<file path="config.mk">
export PLATFORM = sky130hd
export DESIGN_NAME = spv_target
export DESIGN_NICKNAME = d
export VERILOG_FILES = /design/src/rtl/spv_pkg.sv /design/src/rtl/spv_edge.sv /design/src/rtl/spv_eraser.sv /design/src/rtl/spv_target.sv
export SDC_FILE = /design/constraint.sdc
export NUM_CORES = 1
export LEC_CHECK = 0
export BUFFER_PORTS_ARGS = -buffer_cell sky130_fd_sc_hd__buf_2
export CAP_MARGIN = 10
export CELL_PAD_IN_SITES_DETAIL_PLACEMENT = 1
export CELL_PAD_IN_SITES_GLOBAL_PLACEMENT = 2
export CORE_ASPECT_RATIO = 1.75
export CORE_MARGIN = 3
export CORE_UTILIZATION = 30
export DETAILED_ROUTE_END_ITERATION = 12
export MAX_ROUTING_LAYER = met4
export PLACE_DENSITY_LB_ADDON = 0.1
export SKIP_CTS_REPAIR_TIMING = 1
export SLEW_MARGIN = 20
export SYNTH_ARGS = -nofsm -noshare
export SYNTH_HDL_FRONTEND = slang
export SYNTH_HIERARCHICAL = 1
export SYNTH_SLANG_ARGS = --single-unit
</file>
<file path="constraint.sdc">
create_clock -name clk -period 2.5 [get_ports clk]
set_input_delay 0.25 -clock clk [delete_from_list [all_inputs] [get_ports clk]]
set_output_delay 0.25 -clock clk [all_outputs]
set_load 0.1 [all_outputs]
</file>
<file path="src/rtl/spv_pkg.sv">
package spv_pkg;
   localparam int CMD_W = 6;
   localparam logic [CMD_W-1:0] OP_LDCFG = 6'h00;
   localparam logic [CMD_W-1:0] OP_LDDAT = 6'h02;
   localparam logic [CMD_W-1:0] OP_READ  = 6'h04;
   localparam logic [CMD_W-1:0] OP_INC   = 6'h06;
   localparam logic [CMD_W-1:0] OP_BEGIN = 6'h08;
   localparam logic [CMD_W-1:0] OP_END   = 6'h0A;
   localparam logic [CMD_W-1:0] OP_BULK  = 6'h09;
   localparam logic [CMD_W-1:0] OP_ROW   = 6'h11;

   typedef enum logic [1:0] {ST_CMD, ST_LOAD, ST_READ} spv_state_e;
endpackage

</file>
<file path="src/rtl/spv_edge.sv">
module spv_edge #(
   parameter int STAGES = 2
) (
   input  logic clk,
   input  logic rst_n,
   input  logic sck_i,
   input  logic dat_i,
   output logic fall_o,
   output logic dat_o
);
   logic sck_s, dat_s, sck_q;

   generate
      if (STAGES == 0) begin : g_direct
         assign sck_s = sck_i;
         assign dat_s = dat_i;
      end else begin : g_sync
         logic [STAGES-1:0] sck_p, dat_p;
         always_ff @(posedge clk or negedge rst_n) begin
            if (!rst_n) begin
               sck_p <= '0;
               dat_p <= '0;
            end else begin
               sck_p[0] <= sck_i;
               dat_p[0] <= dat_i;
               for (int i = 1; i < STAGES; i++) begin
                  sck_p[i] <= sck_p[i-1];
                  dat_p[i] <= dat_p[i-1];
               end
            end
         end
         assign sck_s = sck_p[STAGES-1];
         assign dat_s = dat_p[STAGES-1];
      end
   endgenerate

   always_ff @(posedge clk or negedge rst_n) begin
      if (!rst_n) sck_q <= 1'b0;
      else        sck_q <= sck_s;
   end

   assign fall_o = sck_q & ~sck_s;
   assign dat_o  = dat_s;
endmodule

</file>
<file path="src/rtl/spv_eraser.sv">
module spv_eraser #(
   parameter int ADDR_W     = 14,
   parameter int USER_WORDS = 1024,
   parameter int ROW_WORDS  = 16
) (
   input  logic              clk,
   input  logic              rst_n,
   input  logic              abort,
   input  logic              go_bulk,
   input  logic              go_row,
   input  logic [ADDR_W-1:0] row_base,
   output logic              busy,
   output logic              clr,
   output logic [ADDR_W-1:0] addr
);
   localparam logic [ADDR_W-1:0] CFG_BASE = ADDR_W'(1) << (ADDR_W-1);
   localparam logic [ADDR_W-1:0] CFG_WORD = CFG_BASE + ADDR_W'(7);
   localparam logic [ADDR_W-1:0] USER_TOP = ADDR_W'(USER_WORDS - 1);
   localparam logic [ADDR_W-1:0] ROW_SPAN = ADDR_W'(ROW_WORDS - 1);

   logic [ADDR_W-1:0] last;
   logic              tail;

   always_ff @(posedge clk or negedge rst_n) begin
      if (!rst_n) begin
         busy <= 1'b0; addr <= '0; last <= '0; tail <= 1'b0;
      end else if (abort) begin
         busy <= 1'b0; tail <= 1'b0;
      end else if (busy) begin
         if (addr == last) begin
            if (tail) begin
               addr <= CFG_WORD; last <= CFG_WORD; tail <= 1'b0;
            end else begin
               busy <= 1'b0;
            end
         end else begin
            addr <= addr + ADDR_W'(1);
         end
      end else if (go_bulk) begin
         busy <= 1'b1; addr <= '0; last <= USER_TOP; tail <= 1'b1;
      end else if (go_row) begin
         busy <= 1'b1; addr <= row_base; last <= row_base + ROW_SPAN; tail <= 1'b0;
      end
   end

   assign clr = busy;

   // identity, user-ID and calibration words are never cleared
   a_r10_spare_words: assert property (@(posedge clk) disable iff (!rst_n)
      clr |-> !((addr >= CFG_BASE && addr <= CFG_BASE + ADDR_W'(6)) || addr == CFG_BASE + ADDR_W'(8)));
   // inside configuration space only the configuration word is cleared
   a_r9_cfg_untouched: assert property (@(posedge clk) disable iff (!rst_n)
      (clr && addr[ADDR_W-1]) |-> addr == CFG_WORD);
   // abort stops the sweep
   a_r11_abort_stops: assert property (@(posedge clk) disable iff (!rst_n)
      abort |=> !busy);
endmodule

</file>
<file path="src/rtl/spv_target.sv">
module spv_target #(
   parameter int ADDR_W      = 14,
   parameter int DATA_W      = 14,
   parameter int USER_WORDS  = 1024,
   parameter int ROW_WORDS   = 16,
   parameter int SYNC_STAGES = 2
) (
   input  logic              clk,
   input  logic              rst_n,
   input  logic              pgm_en,
   input  logic              code_prot,
   input  logic              sck,
   input  logic              sdat_in,
   output logic              sdat_out,
   output logic              sdat_oe,
   output logic [ADDR_W-1:0] mem_addr,
   output logic [DATA_W-1:0] mem_wdata,
   input  logic [DATA_W-1:0] mem_rdata,
   output logic              mem_prog,
   output logic              mem_clr
);
   import spv_pkg::*;

   localparam int FRAME_BITS = DATA_W + 2;
   localparam int CNT_W      = $clog2(FRAME_BITS);
   localparam int ROW_LSB    = $clog2(ROW_WORDS);
   localparam logic [CNT_W-1:0]  CMD_LAST   = CNT_W'(CMD_W - 1);
   localparam logic [CNT_W-1:0]  FRAME_LAST = CNT_W'(FRAME_BITS - 1);
   localparam logic [CNT_W-1:0]  DATA_LAST  = CNT_W'(DATA_W);
   localparam logic [ADDR_W-1:0] CFG_BASE   = ADDR_W'(1) << (ADDR_W-1);
   localparam logic [ADDR_W-1:0] DEVID      = CFG_BASE + ADDR_W'(6);

   initial begin
      assert (ADDR_W > 12) else $fatal(1, "ADDR_W must exceed 12");
      assert (USER_WORDS > 0 && USER_WORDS <= (1 << (ADDR_W-1))) else $fatal(1, "USER_WORDS range");
      assert (ROW_WORDS > 1 && (ROW_WORDS & (ROW_WORDS-1)) == 0) else $fatal(1, "ROW_WORDS power of two");
      assert (CMD_W <= FRAME_BITS) else $fatal(1, "frame shorter than command");
   end

   spv_state_e        st;
   logic [CNT_W-1:0]  cnt;
   logic [CMD_W-1:0]  cmd_sh, cmd_nx;
   logic [DATA_W-1:0] shreg, pending;
   logic [ADDR_W-1:0] pc, row_base, ers_addr;
   logic              ld_cfg, prog, fall, dat, cmd_done;
   logic              go_bulk, go_row, ers_busy, ers_clr;

   spv_edge #(.STAGES(SYNC_STAGES)) i_edge (
      .clk(clk), .rst_n(rst_n), .sck_i(sck), .dat_i(sdat_in), .fall_o(fall), .dat_o(dat));

   assign cmd_nx   = {dat, cmd_sh[CMD_W-1:1]};
   assign cmd_done = pgm_en && fall && st == ST_CMD && cnt == CMD_LAST;
   assign go_bulk  = cmd_done && cmd_nx == OP_BULK;
   assign go_row   = cmd_done && cmd_nx == OP_ROW && !code_prot && !pc[ADDR_W-1];
   assign row_base = {{(ADDR_W-12){1'b0}}, pc[11:ROW_LSB], {ROW_LSB{1'b0}}};

   spv_eraser #(.ADDR_W(ADDR_W), .USER_WORDS(USER_WORDS), .ROW_WORDS(ROW_WORDS)) i_eraser (
      .clk(clk), .rst_n(rst_n), .abort(!pgm_en), .go_bulk(go_bulk), .go_row(go_row),
      .row_base(row_base), .busy(ers_busy), .clr(ers_clr), .addr(ers_addr));

   always_ff @(posedge clk or negedge rst_n) begin
      if (!rst_n) begin
         st <= ST_CMD; cnt <= '0; cmd_sh <= '0; shreg <= '0; pending <= '0;
         pc <= '0; ld_cfg <= 1'b0; prog <= 1'b0;
      end else if (!pgm_en) begin
         st <= ST_CMD; cnt <= '0; cmd_sh <= '0; pc <= '0; prog <= 1'b0;
      end else if (fall) begin
         unique case (st)
            ST_CMD: begin
               if (cnt == CMD_LAST) begin
                  cnt <= '0;
                  cmd_sh <= '0;
                  case (cmd_nx)
                     OP_LDCFG: begin st <= ST_LOAD; ld_cfg <= 1'b1; end
                     OP_LDDAT: begin st <= ST_LOAD; ld_cfg <= 1'b0; end
                     OP_READ:  begin st <= ST_READ; shreg <= mem_rdata; end
                     OP_INC:   pc <= pc + ADDR_W'(1);
                     OP_BEGIN: if (pc != DEVID) prog <= 1'b1;
                     OP_END:   prog <= 1'b0;
                     default:  ;
                  endcase
               end else begin
                  cnt <= cnt + CNT_W'(1);
                  cmd_sh <= cmd_nx;
               end
            end
            ST_LOAD: begin
               if (cnt != '0 && cnt <= DATA_LAST) shreg <= {dat, shreg[DATA_W-1:1]};
               if (cnt == FRAME_LAST) begin
                  pending <= shreg;
                  if (ld_cfg) pc <= CFG_BASE;
                  st <= ST_CMD;
                  cnt <= '0;
               end else begin
                  cnt <= cnt + CNT_W'(1);
               end
            end
            ST_READ: begin
               if (cnt != '0) shreg <= shreg >> 1;
               if (cnt == FRAME_LAST) begin
                  st <= ST_CMD;
                  cnt <= '0;
               end else begin
                  cnt <= cnt + CNT_W'(1);
               end
            end
            default: st <= ST_CMD;
         endcase
      end
   end

   assign sdat_oe   = (st == ST_READ);
   assign sdat_out  = sdat_oe && cnt != '0 && cnt != FRAME_LAST && shreg[0];
   assign mem_addr  = ers_busy ? ers_addr : pc;
   assign mem_wdata = pending;
   assign mem_prog  = prog;
   assign mem_clr   = ers_clr;

   // counter holds, steps by one, or jumps to the configuration base
   a_r5_pc_forward: assert property (@(posedge clk) disable iff (!rst_n)
      (pgm_en && $past(pgm_en)) |-> (pc == $past(pc) || pc == $past(pc) + ADDR_W'(1) || pc == CFG_BASE));
   // program level never starts on the identity word
   a_r8_devid_guard: assert property (@(posedge clk) disable iff (!rst_n)
      $rose(mem_prog) |-> $past(pc) != DEVID);
   // output drive begins only right after a decoded command
   a_r6_oe_after_cmd: assert property (@(posedge clk) disable iff (!rst_n)
      $rose(sdat_oe) |-> $past(cmd_done));
   // leaving program mode clears counter, program level and drive
   a_r11_exit_clears: assert property (@(posedge clk) disable iff (!rst_n)
      !pgm_en |=> (pc == '0 && !mem_prog && !sdat_oe));
endmodule

</file>
==> results of run 1 <==
state kept, by name (all words and copies together) (netlist names), 4 cells and up:
name and count:
cnt 4, mem_wdata 14, shreg 14, pc 14
cmd_sh 5, i_eraser/addr 14, i_eraser/last 14
power by group through the flow:
| stage | logic [mW] | clock network, mW | registers, mW |
|---|---|---|---|
| after floorplan | 0.241 | 0 | 1.62 |
| after global placement | 0.376 | 0 | 1.64 |
| after detailed placement | 0.390 | 0 | 1.65 |
| after CTS | 0.391 | 1.44 | 1.62 |
| after global routing | 0.443 | 1.49 | 1.63 |
| final | 0.392 | 1.40 | 1.62 |
cell usage in the layout, fill, tap and decap left out, types with 3 or more instances in the layout:
cell type and instances:
a21oi_2 11, o22ai_2 8, mux2_2 39, nor3_1 12, a22o_1 6, a31oi_1 5
buf_4 42, clkbuf_16 9, nor3_2 3, o21ai_0 44, and3_1 6, buf_2 50
inv_8 3, nor4_1 5, a32oi_1 4, nand4_1 11, o22ai_1 3, dfrtp_1 90
nor2_1 35, or3_1 3, nand2_1 55, buf_12 3, xnor2_1 13, a2bb2oi_1 4
o2bb2ai_1 5, o221ai_1 3, xor2_1 8, nand3_1 30, a21oi_1 19, inv_1 40
o21a_1 4, ha_1 12, a22oi_1 7, o31ai_1 9, conb_1 24, nand2b_1 5
per-stage QoR:
| stage | instance area (um2) | power [mW] | hold WS (ns) |
|---|---|---|---|
| final | 6620 | 3.40 | 0.0246 |
| after global routing | 6620 | 3.57 | 0.00404 |
| after CTS | 6510 | 3.45 | -0.0699 |
| after detailed placement | 6220 | 2.04 | 0.315 |
| after global placement | 6220 | 2.02 | 0.314 |
| after floorplan | 5490 | 1.86 | -0.0456 |
per-layer routing:
layer / track usage / share of wire
met5: - / 0
met4: 0.0635 / 0.024
met3: 0.0234 / 0.020
met2: 0.386 / 0.58
met1: 0.203 / 0.38
worst max-delay path by stage:
| stage | startpoint | endpoint | slack [ns] | cells after the start |
|---|---|---|---|---|
| floorplan | i_eraser/busy$_DFF_PN0_ | mem_addr[5] | -0.70 | 3 |
| global placement | cnt[1]$_DFFE_PN0P_ | i_eraser/last[2]$_DFFE_PN0P_ | -0.05 | 10 |
| detailed placement | st[1]$_DFFE_PN0P_ | i_eraser/last[1]$_DFFE_PN0P_ | -0.16 | 10 |
| CTS | st[1]$_DFFE_PN0P_ | i_eraser/last[1]$_DFFE_PN0P_ | -0.19 | 10 |
| global route | st[1]$_DFFE_PN0P_ | i_eraser/addr[10]$_DFFE_PN0P_ | -0.01 | 11 |
| finish | cnt[1]$_DFFE_PN0P_ | i_eraser/addr[10]$_DFFE_PN0P_ | 0.11 | 11 |
area by class of cell:
| class | instances | area [um2] | area share |
|---|---|---|---|
| inverter | 43 | 161 | 0.0244 |
| multi-input combinational | 437 | 2990 | 0.451 |
| clock inverter | 7 | 67.6 | 0.0102 |
| sequential | 90 | 2250 | 0.340 |
| clock buffer | 9 | 225 | 0.0340 |
| timing repair buffer | 97 | 646 | 0.0975 |
| tap | 227 | 284 | 0.0429 |
critical path, delay by kind of cell (launching register included):
kind | cells | cell delay [ns]
compound gates | 2 | 0.35
fa+ha+maj | 1 | 0.17
buf+inv | 3 | 0.49
flops | 1 | 0.39
simple gates | 5 | 0.88
cells in the mapped netlist, types with 3 or more instances:
| master | number | area [um2] |
|---|---|---|
| buf_4 | 3 | 22.5 |
| o21ai_0 | 44 | 220 |
| xor2_1 | 8 | 70.1 |
| mux2_2 | 39 | 439 |
| inv_1 | 42 | 158 |
| nor3_1 | 15 | 75.1 |
| nor4_1 | 6 | 37.5 |
| or3_1 | 3 | 18.8 |
| nand3_1 | 30 | 150 |
| o22ai_1 | 3 | 18.8 |
| nor2_1 | 38 | 143 |
| o2bb2ai_1 | 5 | 43.8 |
| nand2_1 | 55 | 206 |
| a22o_1 | 6 | 52.6 |
| a32oi_1 | 4 | 35.0 |
| nand4_1 | 11 | 68.8 |
| o31ai_1 | 9 | 67.6 |
| a2bb2oi_1 | 4 | 35.0 |
| ha_1 | 12 | 150 |
| a31oi_1 | 5 | 31.3 |
| dfrtp_1 | 90 | 2250 |
| xnor2_1 | 13 | 114 |
| nor3b_1 | 3 | 22.5 |
| a22oi_1 | 7 | 52.6 |
| o22ai_2 | 8 | 100 |
| clkbuf_1 | 15 | 56.3 |
| buf_2 | 6 | 30.0 |
| and3_1 | 6 | 37.5 |
| a21oi_1 | 30 | 150 |
| nand2b_1 | 6 | 37.5 |
| o21a_1 | 4 | 30.0 |
| o221ai_1 | 3 | 26.3 |
kinds of logic (layout without fill, tap and decap cells):
family / Yosys count / after routing
other: 1 / 24
XOR/XNOR: 21 / 21
flip-flops: 90 / 90
multiplexers: 41 / 41
adder cells (fa/ha/maj): 12 / 12
AO/OA/AOI/OAI: 150 / 150
AND/OR/NAND/NOR: 189 / 189
buffers and inverters: 70 / 156
==> flow_summary.ini, run 1 <==
[worst_setup_path]
crit_fanout = 8
critPathCaptureType = flop
crit_path_start_kind = flop
criticalPathCategory = flop to flop
crit_chain = inv_2 -> ha_1 -> nand3b_1 -> nor2_1 -> nand4b_1 -> nor3b_2 -> buf_4 -> nor2_1 -> buf_4 -> a22o_1 -> o2bb2ai_1
worstPathArrival_ns = 2.63
r2r_start = cnt[1]$_DFFE_PN0P_
rrSetupSlack_ns = 0.11
max_stage_delay_ns = 0.39
reg2reg_to = i_eraser/addr[10]$_DFFE_PN0P_
crit_path_top_delay_cell = dfrtp_1
r2r.worst_path.cells = 11
required_ns = 2.74

[final_layout]
drive_above_1_share = 0.284
fin_nets = 710
antenna_cells = 0
fillers = 2097
fin_util = 0.385
final_cells = 910
synthToLayoutAreaGrowth_pct = 24.0

[cts]
cts.clk_slew.worst_paths_ns = 0.07
htreeDepth = 3
cts_max_path_buffers = 2
numCtsBuffers = 9
clock-sinks = 90
clk-insertion-delay-late_ns = 0.35
cts_tree = done
clock-root-buffer = clkbuf_16

[yosys]
synth_edf_count = 0
ys_warn_count = 6
synth_mux_area_frac = 0.0860
synth_flop_cell = dfrtp_1
async_flop_share = 1.00
synth_cell_types = 63
synthAdderAreaFrac = 0.0281
synth_top_family_by_area = compound AO/OA/AOI/OAI gates
avgSynthCellArea_um2 = 9.30
synthSimpleGateAreaFrac = 0.177
synth-compound-area-share = 0.196
yosysSeqAreaShare = 0.422
yosys_register_bits = 90
syn_area_um2 = 5340
syn_inst = 574
synth_xor_xnor_area_share = 0.0344

[pwr]
intPower_mw = 2.42
peakVddDrop_v = 0.000291
leakage_nw = 3.03
p_sw_mw = 0.985
p_sw_frac = 0.289
seqPwrFrac = 0.475
clkPwrFrac = 0.410
p_comb_frac = 0.115
cellPowerDensity_nw_per_um2 = 514

[global_routing]
grt_overflow = 0
grt_max_degree = 51
grt_pass1_wl_um = 28800
grt_pass1_vias = 5138
gr-usage-all-layers = 0.199
antenna_found_initial = 0

[placed_design]
dpl.cell_count = 887
globalplace.congestion = 0.799
pre_cts_slack_ns = -0.163
hpwlAfterDp_um = 13800
portBuffers = 51

[sta]
timing.setup.tns_ns = 0
drv_slew = 0
worst_pin_slew_ns = 0.722
setup_viol = 0
hold_violations = 0
slew_headroom = 0.518
fin_skew_ns = 0.0142
setup_ws_ns = 0.111
timing.final.crit_share = 0.956
fin_crit_ns = 2.39
fmax_mhz = 419
grt_setup_unrepaired = true

[worst_hold_path]
worstHoldStart = sck
min_path_type = input pin to flop
worstHoldEndpoint = i_edge/g_sync.sck_p[0]$_DFF_PN0_
hold_path_depth = 1

[die]
die_width_um = 107
start_util = 0.311
coreArea_um2 = 17200
die_area_um2 = 19500
io_pins = 52
fp.dieH_um = 182
row_count = 63

[route]
drc = 0
via_count = 4765
viasPerCell = 5.24
drtIter0Drc = 84
drt_pass1_iterations = 4
ant_nets = 0
routedWlPerCell_um = 20.1
drt_wl_total_um = 18300

[status]
outcome = completed

[job]
cap_viol_max_count = 0
Power figures use the tool's default switching activity.
==> inputs of run 2 (changes only) <==
--- a/config.mk
+++ b/config.mk
@@ -5,6 +5,7 @@
 export SDC_FILE = /design/constraint.sdc
 export NUM_CORES = 1
 export LEC_CHECK = 0
+export ABC_AREA = 1
 export BUFFER_PORTS_ARGS = -buffer_cell sky130_fd_sc_hd__buf_2
 export CAP_MARGIN = 10
 export CELL_PAD_IN_SITES_DETAIL_PLACEMENT = 1
==> run 2 against run 1 <==
Clock power is essentially flat. Register-to-register slack gained 0.04 ns. Combinational power grew to 3.3 times the previous value. Total power grew 31%. Highest routed layer unchanged.
==> flow_summary.ini, run 2 <==
[sta]
slew_headroom = 0.430
hold_violations = 0
drv_slew = 0
fin_skew_ns = 0.0124
fmax_mhz = 426
timing.hold.ws_ns = 0.000571
worst_pin_slew_ns = 0.855
timing.final.crit_share = 0.939
setup_viol = 0
fin_crit_ns = 2.35

[pwr]
fin_total_pwr_mw = 4.46
peakVddDrop_v = 0.000367
cellPowerDensity_nw_per_um2 = 647
leakage_nw = 3.43

[final_layout]
final_cell_area_um2 = 6900
antenna_cells = 0
fin_nets = 927
layout_common_cells = nand2_1, dfrtp_1, inv_1
fin_util = 0.372
synthToLayoutAreaGrowth_pct = 21.2
drive_above_1_share = 0.165
final_common_cell = nand2_1

[placed_design]
hpwlAfterDp_um = 15700
placed_area_um2 = 6490
globalplace.congestion = 0.869
portBuffers = 51

[route]
routedWlPerCell_um = 17.7
drt_pass1_iterations = 4
via_count = 5561
drc = 0
ant_nets = 0
drt_wl_total_um = 20100
drtIter0Drc = 147
viasPerCell = 4.89

[cts]
clock-root-buffer = clkbuf_16
cts.clk_slew.worst_paths_ns = 0.07
numCtsBuffers = 9
cts_max_path_buffers = 2
htreeDepth = 3
cts_tree = done
clock-sinks = 90
clk-insertion-delay-late_ns = 0.35

[die]
io_pins = 52
coreArea_um2 = 18600
start_util = 0.306
row_count = 66
die_width_um = 110
die_area_um2 = 20700
fp.dieH_um = 188

[yosys]
yosys_register_bits = 90
syn_inst = 812
yosysMostFrequentCell = nand2_1
synth_flop_cell = dfrtp_1
async_flop_share = 1.00
synth_edf_count = 0
netlist_top_cells_area = dfrtp_1, nand2_1, o21ai_0
synth_top_area_frac = 0.396
avgSynthCellArea_um2 = 7.01
yosys.area.top_type = dfrtp_1
synthTopCellsByCount = nand2_1, dfrtp_1, inv_1
yosysSeqAreaShare = 0.396
ys_warn_count = 6
synth_cell_types = 39
syn_area_um2 = 5690

[worst_setup_path]
criticalPathCategory = flop to flop
crit_fanout = 8
critPathCaptureType = flop
required_ns = 2.73
crit_path_start_kind = flop
worstPathArrival_ns = 2.58
rrSetupSlack_ns = 0.15

[job]
cap_viol_max_count = 0

[global_routing]
grt_max_degree = 62
grt_pass1_vias = 5938
grt_pass1_wl_um = 32300
gr-usage-all-layers = 0.210
grt_overflow = 0
antenna_found_initial = 0

[worst_hold_path]
min_path_type = input pin to async pin

[status]
outcome = completed
## run 2: where the power goes
group | internal (mW) | switching, mW
clock | 0.775 | 0.606
sequential | 1.63 | 0.170
combinational | 0.441 | 0.843
total | 2.85 | 1.62
## run 2: metal layers
layer	share of wire	GRT usage	vias to the layer above
li1	-	-	2747
met1	0.37	0.214	2716
met2	0.56	0.388	61
met3	0.016	0.0233	37
met4	0.049	0.101	0
met5	0	-	-
## run 2: logic make-up (layout without fill, tap and decap cells)
group	count (synthesis)	in the layout	synth area share
flip-flops	90	90	0.396
buffers and inverters	117	185	0.0894
adder cells (fa/ha/maj)	12	12	0.0264
other	1	19	0.000659
AO/OA/AOI/OAI	110	110	0.104
multiplexers	15	15	0.0301
AND/OR/NAND/NOR	457	458	0.338
XOR/XNOR	10	10	0.0154
## run 2: final cells by class
cell class / count / area [um2]
fill: 2335 / 11700
clock buffer: 9 / 225
timing repair buffer: 76 / 613
tap: 238 / 298
multi-input combinational: 624 / 3090
clock inverter: 6 / 66.3
inverter: 94 / 355
sequential: 90 / 2250
## run 2: worst paths after layout
| path | startpoint | end | depth (start not counted) |
|---|---|---|---|
| hold reg to reg | i_edge/g_sync.dat_p[0]$_DFF_PN0_ | i_edge/g_sync.dat_p[1]$_DFF_PN0_ | 0 |
| min in group clk | mem_rdata[7] | shreg[7]$_DFFE_PN0P_ | 3 |
| setup reg to reg | cnt[1]$_DFFE_PN0P_ | i_eraser/last[2]$_DFFE_PN0P_ | 16 |
| hold / removal | rst_n | i_edge/g_sync.dat_p[0]$_DFF_PN0_ | 1 |
| setup / recovery | cnt[1]$_DFFE_PN0P_ | i_eraser/last[2]$_DFFE_PN0P_ | 16 |
| max in group asynchronous | rst_n | i_eraser/last[13]$_DFFE_PN0P_ | 2 |
## run 2: stage by stage
stage,setup TNS [ns],instances,setup WS (ns)
4_1_cts,-0.0111,1131,-0.0111
5_1_grt,-0.0552,1137,-0.0243
6_report,0,1137,0.152
2_1_floorplan,-7.00,830,-0.607
3_5_place_dp,0,1116,0.0157
3_3_place_gp,0,1116,0.179
## run 2: critical path: stages (launching register included)
cell and delay [ns]:
dfrtp_2 0.44, inv_2 0.10, ha_4 0.15, nand3_4 0.09, inv_4 0.08, nand3_4 0.07
nor4_4 0.26, buf_4 0.17, nor2_4 0.04, inv_2 0.05, nor2_1 0.05, nor2_2 0.19
inv_2 0.08, nor2_4 0.19, nand2_4 0.12, nand2_2 0.07, o21ai_1 0.06
